===== src/rtl/rtc_hub_pkg.sv =====
package rtc_hub_pkg;
  localparam int BYTE_W = 8;
  typedef logic [BYTE_W-1:0] rbyte_t;

  // control byte indices
  localparam int IX_A = 10;
  localparam int IX_B = 11;
  localparam int IX_C = 12;
  localparam int IX_D = 13;

  // alarm byte indices
  localparam int IX_ALM_S = 1;
  localparam int IX_ALM_M = 3;
  localparam int IX_ALM_H = 5;

  // mode byte bit positions
  localparam int MB_HOLD = 7;
  localparam int MB_PIE  = 6;
  localparam int MB_AIE  = 5;
  localparam int MB_UIE  = 4;
  localparam int MB_SQW  = 3;

  localparam rbyte_t RST_A = 8'h26;
  localparam rbyte_t RST_B = 8'h02;
  localparam rbyte_t RST_D = 8'h80;

  localparam rbyte_t FLG_PER = 8'hC0;
  localparam rbyte_t FLG_ALM = 8'hA0;
  localparam rbyte_t FLG_UPD = 8'h10;
  localparam rbyte_t FLG_ANY = 8'h80;

  // returns the time-field number stored in a slot, or -1 for plain storage
  function automatic int field_of_slot(input int slot);
    case (slot)
      0: return 0;
      2: return 1;
      4: return 2;
      6: return 3;
      7: return 4;
      8: return 5;
      9: return 6;
      default: return -1;
    endcase
  endfunction

  // alarm byte with both top bits set accepts any value
  function automatic logic alarm_field_hit(input rbyte_t alm, input rbyte_t cur);
    return (alm[7:6] == 2'b11) || (alm == cur);
  endfunction
endpackage


===== src/rtl/hub_index_port.sv =====
module hub_index_port #(
  parameter int IDX_W = 7
) (
  input  logic             clk,
  input  logic             rst_n,
  input  logic             acc_en,
  input  logic             acc_we,
  input  logic             acc_odd,
  input  logic [IDX_W-1:0] idx_in,
  output logic [IDX_W-1:0] idx_q,
  output logic             dat_wr,
  output logic             dat_rd
);
  logic idx_wr;

  assign idx_wr = acc_en && acc_we && !acc_odd;
  assign dat_wr = acc_en && acc_we && acc_odd;
  assign dat_rd = acc_en && !acc_we && acc_odd;

  always_ff @(posedge clk or negedge rst_n) begin
    if (!rst_n) idx_q <= '0;
    else if (idx_wr) idx_q <= idx_in;
  end

  AST_INDEX_TAKES_LOW: assert property (@(posedge clk) disable iff (!rst_n)
    idx_wr |=> idx_q == $past(idx_in));
  AST_INDEX_HELD: assert property (@(posedge clk) disable iff (!rst_n)
    !idx_wr |=> $stable(idx_q));
endmodule


===== src/rtl/hub_byte_store.sv =====
module hub_byte_store
  import rtc_hub_pkg::*;
#(
  parameter int IDX_W = 7,
  parameter int NFLD  = 7
) (
  input  logic                   clk,
  input  logic                   rst_n,
  input  logic                   wr_en,
  input  logic [IDX_W-1:0]       wr_idx,
  input  rbyte_t                 wr_data,
  input  logic                   load_en,
  input  logic [NFLD*BYTE_W-1:0] fld_in,
  input  logic [IDX_W-1:0]       rd_idx,
  output rbyte_t                 rd_data,
  output logic [3*BYTE_W-1:0]    alm_bytes
);
  localparam int DEPTH = 1 << IDX_W;

  logic [DEPTH*BYTE_W-1:0] flat;

  for (genvar i = 0; i < DEPTH; i++) begin : g_ent
    localparam int FK = field_of_slot(i);
    rbyte_t q;
    if (FK >= 0 && FK < NFLD) begin : g_time
      always_ff @(posedge clk or negedge rst_n) begin
        if (!rst_n) q <= '0;
        else if (wr_en && wr_idx == IDX_W'(i)) q <= wr_data;
        else if (load_en) q <= fld_in[FK*BYTE_W +: BYTE_W];
      end
    end else begin : g_plain
      always_ff @(posedge clk or negedge rst_n) begin
        if (!rst_n) q <= '0;
        else if (wr_en && wr_idx == IDX_W'(i)) q <= wr_data;
      end
    end
    assign flat[i*BYTE_W +: BYTE_W] = q;
  end

  assign rd_data   = flat[rd_idx*BYTE_W +: BYTE_W];
  assign alm_bytes = {flat[IX_ALM_H*BYTE_W +: BYTE_W],
                      flat[IX_ALM_M*BYTE_W +: BYTE_W],
                      flat[IX_ALM_S*BYTE_W +: BYTE_W]};

  AST_SEC_SLOT_LOADS: assert property (@(posedge clk) disable iff (!rst_n)
    (load_en && !wr_en) |=> flat[BYTE_W-1:0] == $past(fld_in[BYTE_W-1:0]));
  AST_SLOT_HELD: assert property (@(posedge clk) disable iff (!rst_n)
    (!load_en && !wr_en) |=> $stable(flat));
endmodule


===== src/rtl/hub_alarm_match.sv =====
module hub_alarm_match
  import rtc_hub_pkg::*;
#(
  parameter int NALM = 3
) (
  input  logic [NALM*BYTE_W-1:0] alm_bytes,
  input  logic [NALM*BYTE_W-1:0] cur_fields,
  output logic                   hit
);
  logic [NALM-1:0] field_ok;

  for (genvar k = 0; k < NALM; k++) begin : g_fld
    assign field_ok[k] = alarm_field_hit(alm_bytes[k*BYTE_W +: BYTE_W],
                                         cur_fields[k*BYTE_W +: BYTE_W]);
  end

  assign hit = &field_ok;
endmodule


===== src/rtl/hub_ctrl_regs.sv =====
module hub_ctrl_regs
  import rtc_hub_pkg::*;
#(
  parameter int IDX_W = 7
) (
  input  logic             clk,
  input  logic             rst_n,
  input  logic             wr_en,
  input  logic             rd_en,
  input  logic [IDX_W-1:0] idx,
  input  rbyte_t           wdata,
  input  logic             upd_begin,
  input  logic             upd_done,
  input  logic             rate_tick,
  input  logic             alarm_hit,
  output rbyte_t           reg_a,
  output rbyte_t           reg_b,
  output rbyte_t           reg_c,
  output rbyte_t           reg_d,
  output logic             irq_o,
  output logic             sqw_o
);
  rbyte_t a_q, b_q, c_q, c_set;
  logic   irq_q, sqw_q;

  // named internal events
  logic wr_a, wr_b, wr_cd, rd_c, hold_wr, uip_raise;
  logic per_ev, alm_ev, uie_ev, irq_raise;

  assign wr_a      = wr_en && idx == IDX_W'(IX_A);
  assign wr_b      = wr_en && idx == IDX_W'(IX_B);
  assign wr_cd     = wr_en && (idx == IDX_W'(IX_C) || idx == IDX_W'(IX_D));
  assign rd_c      = rd_en && idx == IDX_W'(IX_C);
  assign hold_wr   = wr_b && wdata[MB_HOLD];
  assign uip_raise = upd_begin && !b_q[MB_HOLD];
  assign per_ev    = rate_tick && b_q[MB_PIE];
  assign alm_ev    = upd_done && b_q[MB_AIE] && alarm_hit;
  assign uie_ev    = upd_done && b_q[MB_UIE];
  assign irq_raise = per_ev || alm_ev || uie_ev;

  always_comb begin
    c_set = '0;
    if (per_ev)   c_set = c_set | FLG_PER;
    if (alm_ev)   c_set = c_set | FLG_ALM;
    if (upd_done) c_set = c_set | FLG_UPD;
    if (uie_ev)   c_set = c_set | FLG_ANY;
  end

  always_ff @(posedge clk or negedge rst_n) begin
    if (!rst_n) begin
      a_q <= RST_A;
    end else begin
      if (wr_a) a_q[6:0] <= wdata[6:0];
      if (upd_done || hold_wr) a_q[7] <= 1'b0;
      else if (uip_raise)      a_q[7] <= 1'b1;
    end
  end

  always_ff @(posedge clk or negedge rst_n) begin
    if (!rst_n) b_q <= RST_B;
    else if (wr_b) begin
      if (wdata[MB_HOLD]) b_q <= wdata & ~(rbyte_t'(1) << MB_UIE);
      else                b_q <= wdata;
    end
  end

  always_ff @(posedge clk or negedge rst_n) begin
    if (!rst_n) begin
      c_q   <= '0;
      irq_q <= 1'b0;
      sqw_q <= 1'b0;
    end else begin
      c_q   <= (rd_c ? '0 : c_q) | c_set;
      irq_q <= (irq_q && !rd_c) || irq_raise;
      sqw_q <= rate_tick && b_q[MB_SQW];
    end
  end

  assign reg_a = a_q;
  assign reg_b = b_q;
  assign reg_c = c_q;
  assign reg_d = RST_D;
  assign irq_o = irq_q;
  assign sqw_o = sqw_q;

  AST_UIP_KEPT: assert property (@(posedge clk) disable iff (!rst_n)
    (wr_a && !upd_begin && !upd_done) |=> a_q[7] == $past(a_q[7]));
  AST_FLAGS_READONLY: assert property (@(posedge clk) disable iff (!rst_n)
    (wr_cd && !rate_tick && !upd_done) |=> $stable(c_q) && $stable(irq_q));
  AST_READ_CLEARS: assert property (@(posedge clk) disable iff (!rst_n)
    (rd_c && !rate_tick && !upd_done) |=> (c_q == '0) && !irq_q);
  AST_HOLD_MASKS: assert property (@(posedge clk) disable iff (!rst_n)
    hold_wr |=> !b_q[MB_UIE] && !a_q[7]);
  AST_PERIODIC_FLAG: assert property (@(posedge clk) disable iff (!rst_n)
    per_ev |=> c_q[6] && c_q[7] && irq_q);
  AST_SQW_PULSE: assert property (@(posedge clk) disable iff (!rst_n)
    (rate_tick && b_q[MB_SQW]) |=> sqw_o);
  AST_ALARM_FLAG: assert property (@(posedge clk) disable iff (!rst_n)
    alm_ev |=> c_q[5] && c_q[7] && irq_q);
  AST_UPDATE_END: assert property (@(posedge clk) disable iff (!rst_n)
    upd_done |=> c_q[4] && !a_q[7]);
  AST_IRQ_LEVEL: assert property (@(posedge clk) disable iff (!rst_n)
    (irq_q && !rd_c) |=> irq_q);
endmodule


===== src/rtl/rtc_index_hub.sv =====
module rtc_index_hub
  import rtc_hub_pkg::*;
#(
  parameter int IDX_W = 7,
  parameter int NFLD  = 7
) (
  input  logic                   clk,
  input  logic                   rst_n,
  input  logic                   acc_en,
  input  logic                   acc_we,
  input  logic                   acc_odd,
  input  logic [BYTE_W-1:0]      acc_wdata,
  output logic [BYTE_W-1:0]      acc_rdata,
  input  logic [NFLD*BYTE_W-1:0] tfld_in,
  input  logic                   upd_begin,
  input  logic                   upd_done,
  input  logic                   rate_tick,
  output logic                   irq_o,
  output logic                   sqw_o,
  output logic [BYTE_W-1:0]      ctl_a,
  output logic [BYTE_W-1:0]      ctl_b
);
  localparam int NALM = 3;

  logic [IDX_W-1:0] idx_q;
  logic             dat_wr, dat_rd, ctl_sel, load_en, alarm_hit;
  rbyte_t           store_rd, reg_a, reg_b, reg_c, reg_d, ctl_rd;
  logic [NALM*BYTE_W-1:0] alm_bytes;

  hub_index_port #(.IDX_W(IDX_W)) u_port (
    .clk(clk), .rst_n(rst_n), .acc_en(acc_en), .acc_we(acc_we),
    .acc_odd(acc_odd), .idx_in(acc_wdata[IDX_W-1:0]), .idx_q(idx_q),
    .dat_wr(dat_wr), .dat_rd(dat_rd));

  assign ctl_sel = idx_q >= IDX_W'(IX_A) && idx_q <= IDX_W'(IX_D);
  assign load_en = upd_done && !reg_b[MB_HOLD];

  hub_byte_store #(.IDX_W(IDX_W), .NFLD(NFLD)) u_store (
    .clk(clk), .rst_n(rst_n), .wr_en(dat_wr && !ctl_sel), .wr_idx(idx_q),
    .wr_data(acc_wdata), .load_en(load_en), .fld_in(tfld_in),
    .rd_idx(idx_q), .rd_data(store_rd), .alm_bytes(alm_bytes));

  hub_alarm_match #(.NALM(NALM)) u_alarm (
    .alm_bytes(alm_bytes), .cur_fields(tfld_in[NALM*BYTE_W-1:0]),
    .hit(alarm_hit));

  hub_ctrl_regs #(.IDX_W(IDX_W)) u_ctrl (
    .clk(clk), .rst_n(rst_n), .wr_en(dat_wr), .rd_en(dat_rd), .idx(idx_q),
    .wdata(acc_wdata), .upd_begin(upd_begin), .upd_done(upd_done),
    .rate_tick(rate_tick), .alarm_hit(alarm_hit), .reg_a(reg_a),
    .reg_b(reg_b), .reg_c(reg_c), .reg_d(reg_d), .irq_o(irq_o),
    .sqw_o(sqw_o));

  always_comb begin
    case (idx_q)
      IDX_W'(IX_A): ctl_rd = reg_a;
      IDX_W'(IX_B): ctl_rd = reg_b;
      IDX_W'(IX_C): ctl_rd = reg_c;
      default:      ctl_rd = reg_d;
    endcase
  end

  assign acc_rdata = !acc_odd ? 8'hFF : (ctl_sel ? ctl_rd : store_rd);
  assign ctl_a = reg_a;
  assign ctl_b = reg_b;

  AST_EVEN_READ_FF: assert property (@(posedge clk) disable iff (!rst_n)
    (acc_en && !acc_we && !acc_odd) |-> acc_rdata == 8'hFF);
  AST_VALID_RAM: assert property (@(posedge clk) disable iff (!rst_n)
    (acc_odd && idx_q == IDX_W'(IX_D)) |-> acc_rdata == RST_D);
endmodule


===== config.mk =====
export PLATFORM = sky130hd
export DESIGN_NAME = rtc_index_hub
export DESIGN_NICKNAME = d
export VERILOG_FILES = /design/src/rtl/rtc_hub_pkg.sv /design/src/rtl/hub_index_port.sv /design/src/rtl/hub_byte_store.sv /design/src/rtl/hub_alarm_match.sv /design/src/rtl/hub_ctrl_regs.sv /design/src/rtl/rtc_index_hub.sv
export SDC_FILE = /design/constraint.sdc
export NUM_CORES = 2
export LEC_CHECK = 0
export BUFFER_PORTS_ARGS = -buffer_cell sky130_fd_sc_hd__buf_2
export CORE_MARGIN = 2
export CORE_UTILIZATION = 25
export DETAILED_ROUTE_END_ITERATION = 10
export GPL_TIMING_DRIVEN = 0
export MAX_ROUTING_LAYER = met4
export PLACE_DENSITY = 0.37
export SYNTH_ARGS = -nofsm -noshare
export SYNTH_HDL_FRONTEND = slang
export SYNTH_SLANG_ARGS = --single-unit

===== constraint.sdc =====
create_clock -name clk -period 7 [get_ports clk]
set_clock_uncertainty 0.05 [all_clocks]
set_input_delay 0.7 -clock clk [delete_from_list [all_inputs] [get_ports clk]]
set_output_delay 0.7 -clock clk [all_outputs]
set_load 0.05 [all_outputs]

Word level (Yosys, flattened, before mapping)
Cells that the tools add are included.
{"block": "totals", "ff_bits": 1057, "inputBits": 72, "output_inout_bits": 26, "elab_cells": 466}
{"block": "classes", "magnitude_cmp": 2, "eq_ne": 133, "shifts": 1, "n_mux": 25, "bitwise_logic": 1, "n_reduce_logical": 169}
{"cell": "$shiftx A1024 B11 Y8", "n": 1}
{"cell": "$eq A7 B7 Y1 const B", "n": 64}
{"cell": "$eq A7 B6 Y1 const B", "n": 32}
{"cell": "$mux W8", "n": 21}
{"cell": "$logic_and A1 B1 Y1", "n": 147}
{"cell": "$eq A7 B5 Y1 const B", "n": 16}
{"cell": "$eq A7 B4 Y1 const B", "n": 8}
{"cell": "$eq A7 B3 Y1 const B", "n": 4}
{"cell": "$eq A8 B8 Y1", "n": 3}
{"cell": "$pmux W8 S3", "n": 1}
{"cell": "$reduce_bool A2 Y1", "n": 8}
{"cell": "$eq A7 B2 Y1 const B", "n": 2}
{"cell": "$or A8 B8 Y8", "n": 1}
{"cell": "$eq A7 B1 Y1 const B", "n": 1}
{"cell": "$ge A7 B4 Y1 const B", "n": 1}
{"cell": "$le A7 B4 Y1 const B", "n": 1}
{"cell": "$logic_not A7 Y1", "n": 1}
{"cell": "$logic_or A1 B1 Y1", "n": 7}
{"cell": "$eq A2 B2 Y1 const B", "n": 3}
{"cell": "$logic_not A1 Y1", "n": 5}
{"cell": "$mux W5", "n": 1}
{"cell": "$reduce_and A3 Y1", "n": 1}
{"cell": "$mux W1", "n": 2}

Logic depth before layout (Yosys ltp)
{"block": "depth", "word_depth": 8, "ltp_mapped": 13, "ltp_nobuf": 6}

By module
From an unflattened synthesis, not the netlist that was laid out.
{"block": "hier_totals", "cells_unflattened": 3081, "area_unflattened_um2": 48879.4}
{"mod": "hub_byte_store", "instances": 1, "cells_each": 2903, "area_each_um2": 46897.5, "seq_area_each_um2": 25624.6}
{"mod": "hub_ctrl_regs", "instances": 1, "cells_each": 71, "area_each_um2": 998.5, "seq_area_each_um2": 555.5}
{"mod": "rtc_index_hub", "instances": 1, "cells_each": 55, "area_each_um2": 414.1, "seq_area_each_um2": 0.0}
{"mod": "hub_index_port", "instances": 1, "cells_each": 18, "area_each_um2": 289.0, "seq_area_each_um2": 175.2}
{"mod": "hub_alarm_match", "instances": 1, "cells_each": 34, "area_each_um2": 280.3, "seq_area_each_um2": 0.0}

Worst setup path before layout
Ideal clock, no wire load.
{"block": "synth_timing", "path_type": "flip-flop to output port", "startpoint": "register u_port.idx_q[0]", "endpoint": "output acc_rdata[7]", "arrival_time_ns": 3.094, "required_ns": 6.250, "setup_slack_ns": 3.156, "path_stages_with_launch": 13, "n_path_buf": 6, "path_cell_list": "dfrtp_1 > buf_6 > buf_6 > buf_6 > buf_6 > buf_6 > buf_6 > mux2i_1 > a22oi_1 > nand2_1 > a221oi_1 > a211oi_1 > a221oi_1"}
{"block": "synth_between", "elab_chain_len": 4, "word_cells_on_any_way": 10, "classes_between": "order compare: 2; eq/ne: 3; shift: 1; mux: 3; reduce/logical: 1"}
{"item": "start, declared", "line": "hub_index_port.sv:10", "text": "output logic [IDX_W-1:0] idx_q,"}
{"item": "start signal, assigned", "line": "hub_index_port.sv:22", "text": "else if (idx_wr) idx_q <= idx_in;"}
{"item": "branches (longest 2 deep; another with $shiftx A1024 B11 Y8)"}
{"item": "$mux W8 * (2 in a row)", "line": "rtc_index_hub.sv:63", "text": "assign acc_rdata = !acc_odd ? 8'hFF : (ctl_sel ? ctl_rd : store_rd);"}
{"item": "end, declared", "line": "rtc_index_hub.sv:13", "text": "output logic [BYTE_W-1:0] acc_rdata,"}
Every way passes the cells marked *.

Worst setup path after layout
{"block": "layout_timing", "startpoint": "register u_port.idx_q[1]", "endpoint": "output acc_rdata[4]"}
Same word-level chain as after synthesis.

==> impl_summary.txt <==
----------------------------------------------------
[Status]
  Status ... finished, violations left
  Violated checks ... capacitance limit, slew limit

[Logic synthesis]
  Cell accounting for the most synthesized area ... sky130_fd_sc_hd__dfrtp_1
  Largest cells by area after synthesis ... sky130_fd_sc_hd__dfrtp_1, sky130_fd_sc_hd__mux2_2, sky130_fd_sc_hd__mux4_2, sky130_fd_sc_hd__mux2i_1, sky130_fd_sc_hd__clkbuf_1
  Post-Synthesis Cell Area ... ~50,000 sq um
  Post-synthesis simple-gate area fraction ... ~3.7%
  Number of different library cells in the post-synthesis netlist ... 62
  Most numerous cell in the Yosys netlist ... sky130_fd_sc_hd__dfrtp_1
  Fraction of registers with async set or reset after synthesis ... between 90% and 100%
  Combinational family with the most area after synthesis ... multiplexers
  Synth warn ... 0
  Mean post-synth cell area ... 14.5 sq um
  Main synth FF type ... sky130_fd_sc_hd__dfrtp_1
  Post-synthesis share of cell area spent on full adders, half adders and majority gates ... 0%
  EDFF count, synth ... 0
  Syn_nets ... approximately 3,500
  Fraction of synthesized area in multiplexers ... a little over a third
  Synthesized netlist cell count ... approximately 3,400
  Total of flip-flops plus latches after synthesis ... around 1,100
  Compound-cell area share of the yosys netlist ... under 10%
  Register area share after synthesis ... between 50 and 60%
  Commonest cells post-synth ... sky130_fd_sc_hd__dfrtp_1, sky130_fd_sc_hd__mux2_2, sky130_fd_sc_hd__mux2i_1
  Xor and xnor fraction of the mapped netlist area ... less than 1%
  Share of the synthesized area in the top cell type ... 53.4%

[Routing]
  Number of nets still failing antenna checks after routing ... 0
  Post-DR wirelength/cell ... between 30 and 40 um
  Routed metal-1 wirelength ... roughly 110,000 um
  Uppermost layer routed ... met4
  Final routed DRC violation total ... 0
  Avg Vias per Cell ... 5.06
  DRC marker count from the first detailed-route iteration ... about 2,600
  Total iterations of the first detailed-routing run ... 5
  Routed wl met3 ... 12,400 um
  Met2 layer wire length in the routed design ... approximately 100,000 um
  Total via count after detailed routing ... 32,200
  Detailed Route WL ... 233,000 um

[Die]
  Die ar. ... about 200,000 sq um
  Core ar. ... slightly below 200,000 sq um
  Horizontal extent of the die ... about 450 um
  Initial core utilization ... 25.2%
  Chip Height ... roughly 450 um
  Total number of placement rows ... about 160
  Number of ports placed on the die boundary ... 98

[Finish]
  Filler Cell Count ... a little under 20,000
  Signed area change from the synthesized netlist to the final layout ... 17.4%
  Layout Nets ... 3,704
  Non-Filler Cell Area, Final ... about 58,000 sq um
  Fraction of final layout cells sized beyond drive strength 1 ... 43.8%

[Placement]
  Detailed placement HPWL ... around 160,000 um
  Worst setup slack after placement ... 0.560 ns
  Cell area after placement ... between 50,000 and 60,000 sq um
  RD Place Congestion ... 0.944
  PortBufs ... 89

[Min path]
  Worst hold path type ... in2reg

[Critical path]
  Type of the worst setup path ... reg2out
  Flop-to-flop setup slack ... 2.07 ns
  Maximum fanout along the worst path ... 10
  CP Data Required Time ... about 6.3 ns
  Kind of launch point of the worst setup path ... register
  Critical path data arrival time ... between 6 and 7 ns
  Type of element capturing the critical path ... output port

[Global route]
  Number of antenna violations at the first check in global routing ... 25
  Overall global routing resource usage ... a little under a quarter
  First-pass GRT wire length ... 312,000 um
  Vias in the first global route ... 33,300
  Largest net degree at the start of global routing ... 148
  Congestion Overflow GR ... 0

[CTS]
  Clock tree from TritonCTS ... built
  Clock net sink count ... 1,053
  Number of H-tree levels ... 4
  Clock Pin Slew Worst Setup and Hold Paths ... ~0.06 ns
  Root Buffer ... sky130_fd_sc_hd__clkbuf_16
  Deepest clock path buffer count ... 3
  Skew-Pair Late Insertion Delay ... between 0.7 and 0.8 ns
  CTS buffer count ... around 130

[Timing]
  Period utilization ... between 90 and 100%
  Setup repair after global routing missed its margin ... no
  Highest attainable clock frequency ... between 100 and 150 MHz
  Worst slew margin relative to its limit ... -4.40%
  Setup Total Neg Slack ... 0 ns
  Worst Max-Slew Pin Slew ... between 1.5 and 2 ns
  Fin crit period ... ~7.0 ns
  Final setup violating endpoints ... 0
  Worst setup margin ... 0.0343 ns
  Final hold violation count ... 0
  Final Max Slew Viols ... 30

[Job]
  Reported max-cap violation count ... 4

[Power]
  Power Dens Cells ... 302 nW/um^2
  Static Leak ... roughly 27 nW
  Largest voltage drop on the vdd net ... about 0.00024 V

----------------------------------------------------
[layout by cell type, fill, tap and decap left out, types with 7 or more instances in the layout]
master                         n
sky130_fd_sc_hd__o21ai_0      55
sky130_fd_sc_hd__nand2_1     134
sky130_fd_sc_hd__a21oi_1      44
sky130_fd_sc_hd__nand3_1      26
sky130_fd_sc_hd__nor2b_1      10
sky130_fd_sc_hd__buf_1         7
sky130_fd_sc_hd__dfrtp_1    1049
sky130_fd_sc_hd__buf_16       14
sky130_fd_sc_hd__nor2_4        7
sky130_fd_sc_hd__nor2_1       48
sky130_fd_sc_hd__mux4_2      179
sky130_fd_sc_hd__a31oi_1      11
sky130_fd_sc_hd__a211oi_1      8
sky130_fd_sc_hd__mux4_1       11
sky130_fd_sc_hd__clkbuf_1    219
sky130_fd_sc_hd__nor4_1       10
sky130_fd_sc_hd__diode_2      11
sky130_fd_sc_hd__mux2_2      966
sky130_fd_sc_hd__nor2_2       54
sky130_fd_sc_hd__nand2_2      19
sky130_fd_sc_hd__buf_6        21
sky130_fd_sc_hd__buf_2       125
sky130_fd_sc_hd__clkbuf_16   137
sky130_fd_sc_hd__buf_4        19
sky130_fd_sc_hd__clkbuf_8     27
sky130_fd_sc_hd__nor3_1       15
sky130_fd_sc_hd__mux2i_1     258
sky130_fd_sc_hd__o22ai_1      11
sky130_fd_sc_hd__clkbuf_2     15
sky130_fd_sc_hd__clkinv_2     10
sky130_fd_sc_hd__nand2b_1      8
sky130_fd_sc_hd__a22oi_1      66
sky130_fd_sc_hd__a221oi_1      8
sky130_fd_sc_hd__xor2_1       24
[layout make-up]
cell class              count  area [sq um]  area share (%)
diodes                     11          27.5          0.0477
multi-input cells        2049         21500            37.3
clock buffers             199          3930            6.81
flip-flops and latches   1053         26400            45.7
plain buffers             282          1360            2.35
repair buffers            108           905            1.57
clock inverters            26           335           0.581
well taps                2624          3280            5.69
inverters                   6          22.5          0.0390
[critical path, cell delays in order (launching register included)]
cell and delay, ns:
sky130_fd_sc_hd__dfrtp_1 0.38, sky130_fd_sc_hd__buf_2 0.22, sky130_fd_sc_hd__buf_2 0.38, sky130_fd_sc_hd__buf_2 0.45, sky130_fd_sc_hd__nor2_1 0.62, sky130_fd_sc_hd__clkbuf_1 1.06
sky130_fd_sc_hd__a22oi_1 0.30, sky130_fd_sc_hd__a31oi_1 0.37, sky130_fd_sc_hd__o21ai_0 0.26, sky130_fd_sc_hd__a211oi_1 0.75, sky130_fd_sc_hd__a211oi_2 0.27, sky130_fd_sc_hd__buf_2 0.31
[path summary, 6_finish.rpt]
check | from | to | cells after the start
worst max-delay path | u_port.idx_q[1]$_DFFE_PN0P_ | acc_rdata[4] | 11
worst min-delay path | upd_done | u_ctrl.reg_a[7]$_DFFE_PN0P_ | 2
worst max register to register | u_port.idx_q[2]$_DFFE_PN0P_ | u_store.g_ent[82].q[2]$_DFFE_PN0P_ | 6
worst min register to register | u_store.g_ent[11].q[6]$_DFFE_PN0P_ | u_store.g_ent[11].q[6]$_DFFE_PN0P_ | 1
max in group asynchronous | rst_n | u_store.g_ent[40].q[1]$_DFFE_PN0P_ | 5
min in group asynchronous | rst_n | u_store.g_ent[66].q[3]$_DFFE_PN0P_ | 2
[stage by stage]
| stage | cells | hold WS, ns | utilization (%) | power [mW] |
|---|---|---|---|---|
| after global placement | 6103 | 0.388 | 27.1 | 10.5 |
| after floorplan | 3390 | 0.354 | - | 8.70 |
| after CTS | 6345 | 0.0822 | 29.5 | 17.6 |
| after detailed placement | 6119 | 0.393 | 27.3 | 10.6 |
| after global routing | 6348 | 0.123 | 29.6 | 18.0 |
| final | 6358 | 0.133 | 29.6 | 17.4 |
[report_power, final]
part | internal, mW | total (mW) | switching (mW) | leakage, nW
Combinational | 1.14 | 3.60 | 2.45 | 10.6
Clock | 4.05 | 6.94 | 2.88 | 2.09
Sequential | 6.60 | 6.89 | 0.295 | 14.5
Total | 11.8 | 17.4 | 5.63 | 27.2
[kinds of logic (layout without fill, tap and decap cells)]
logic type	Yosys count	after routing
multiplexers	1417	1417
XOR/XNOR	24	24
flip-flops	1053	1053
AND/OR/NAND/NOR	367	367
other	0	11
buffers and inverters	288	621
AO/OA/AOI/OAI	241	241
[sequential cells by signal, indices dropped and copies added, names as in the netlist]
signal / flops
u_ctrl.reg_c: 4
u_ctrl.sqw_o: 1
u_ctrl.reg_a: 8
u_ctrl.reg_b: 8
u_store.g_ent.q: 1024
u_ctrl.irq_o: 1
u_port.idx_q: 7
[per-layer routing]
layer / vias to the layer above / GRT usage, %
li1: 13000 / -
met1: 17800 / 32.8
met2: 1016 / 35.7
met3: 342 / 3.82
met4: 0 / 8.31
met5: - / -
[what timing repair did]
item                                   in CTS  in global routing
setup buffers                               0                  0
resized for setup                           2                  0
endpoints found under the hold margin      91                  0
setup endpoints to repair                   2                  0
hold buffers                                1                  0
Note: power is estimated with default switching activity, not from simulation.
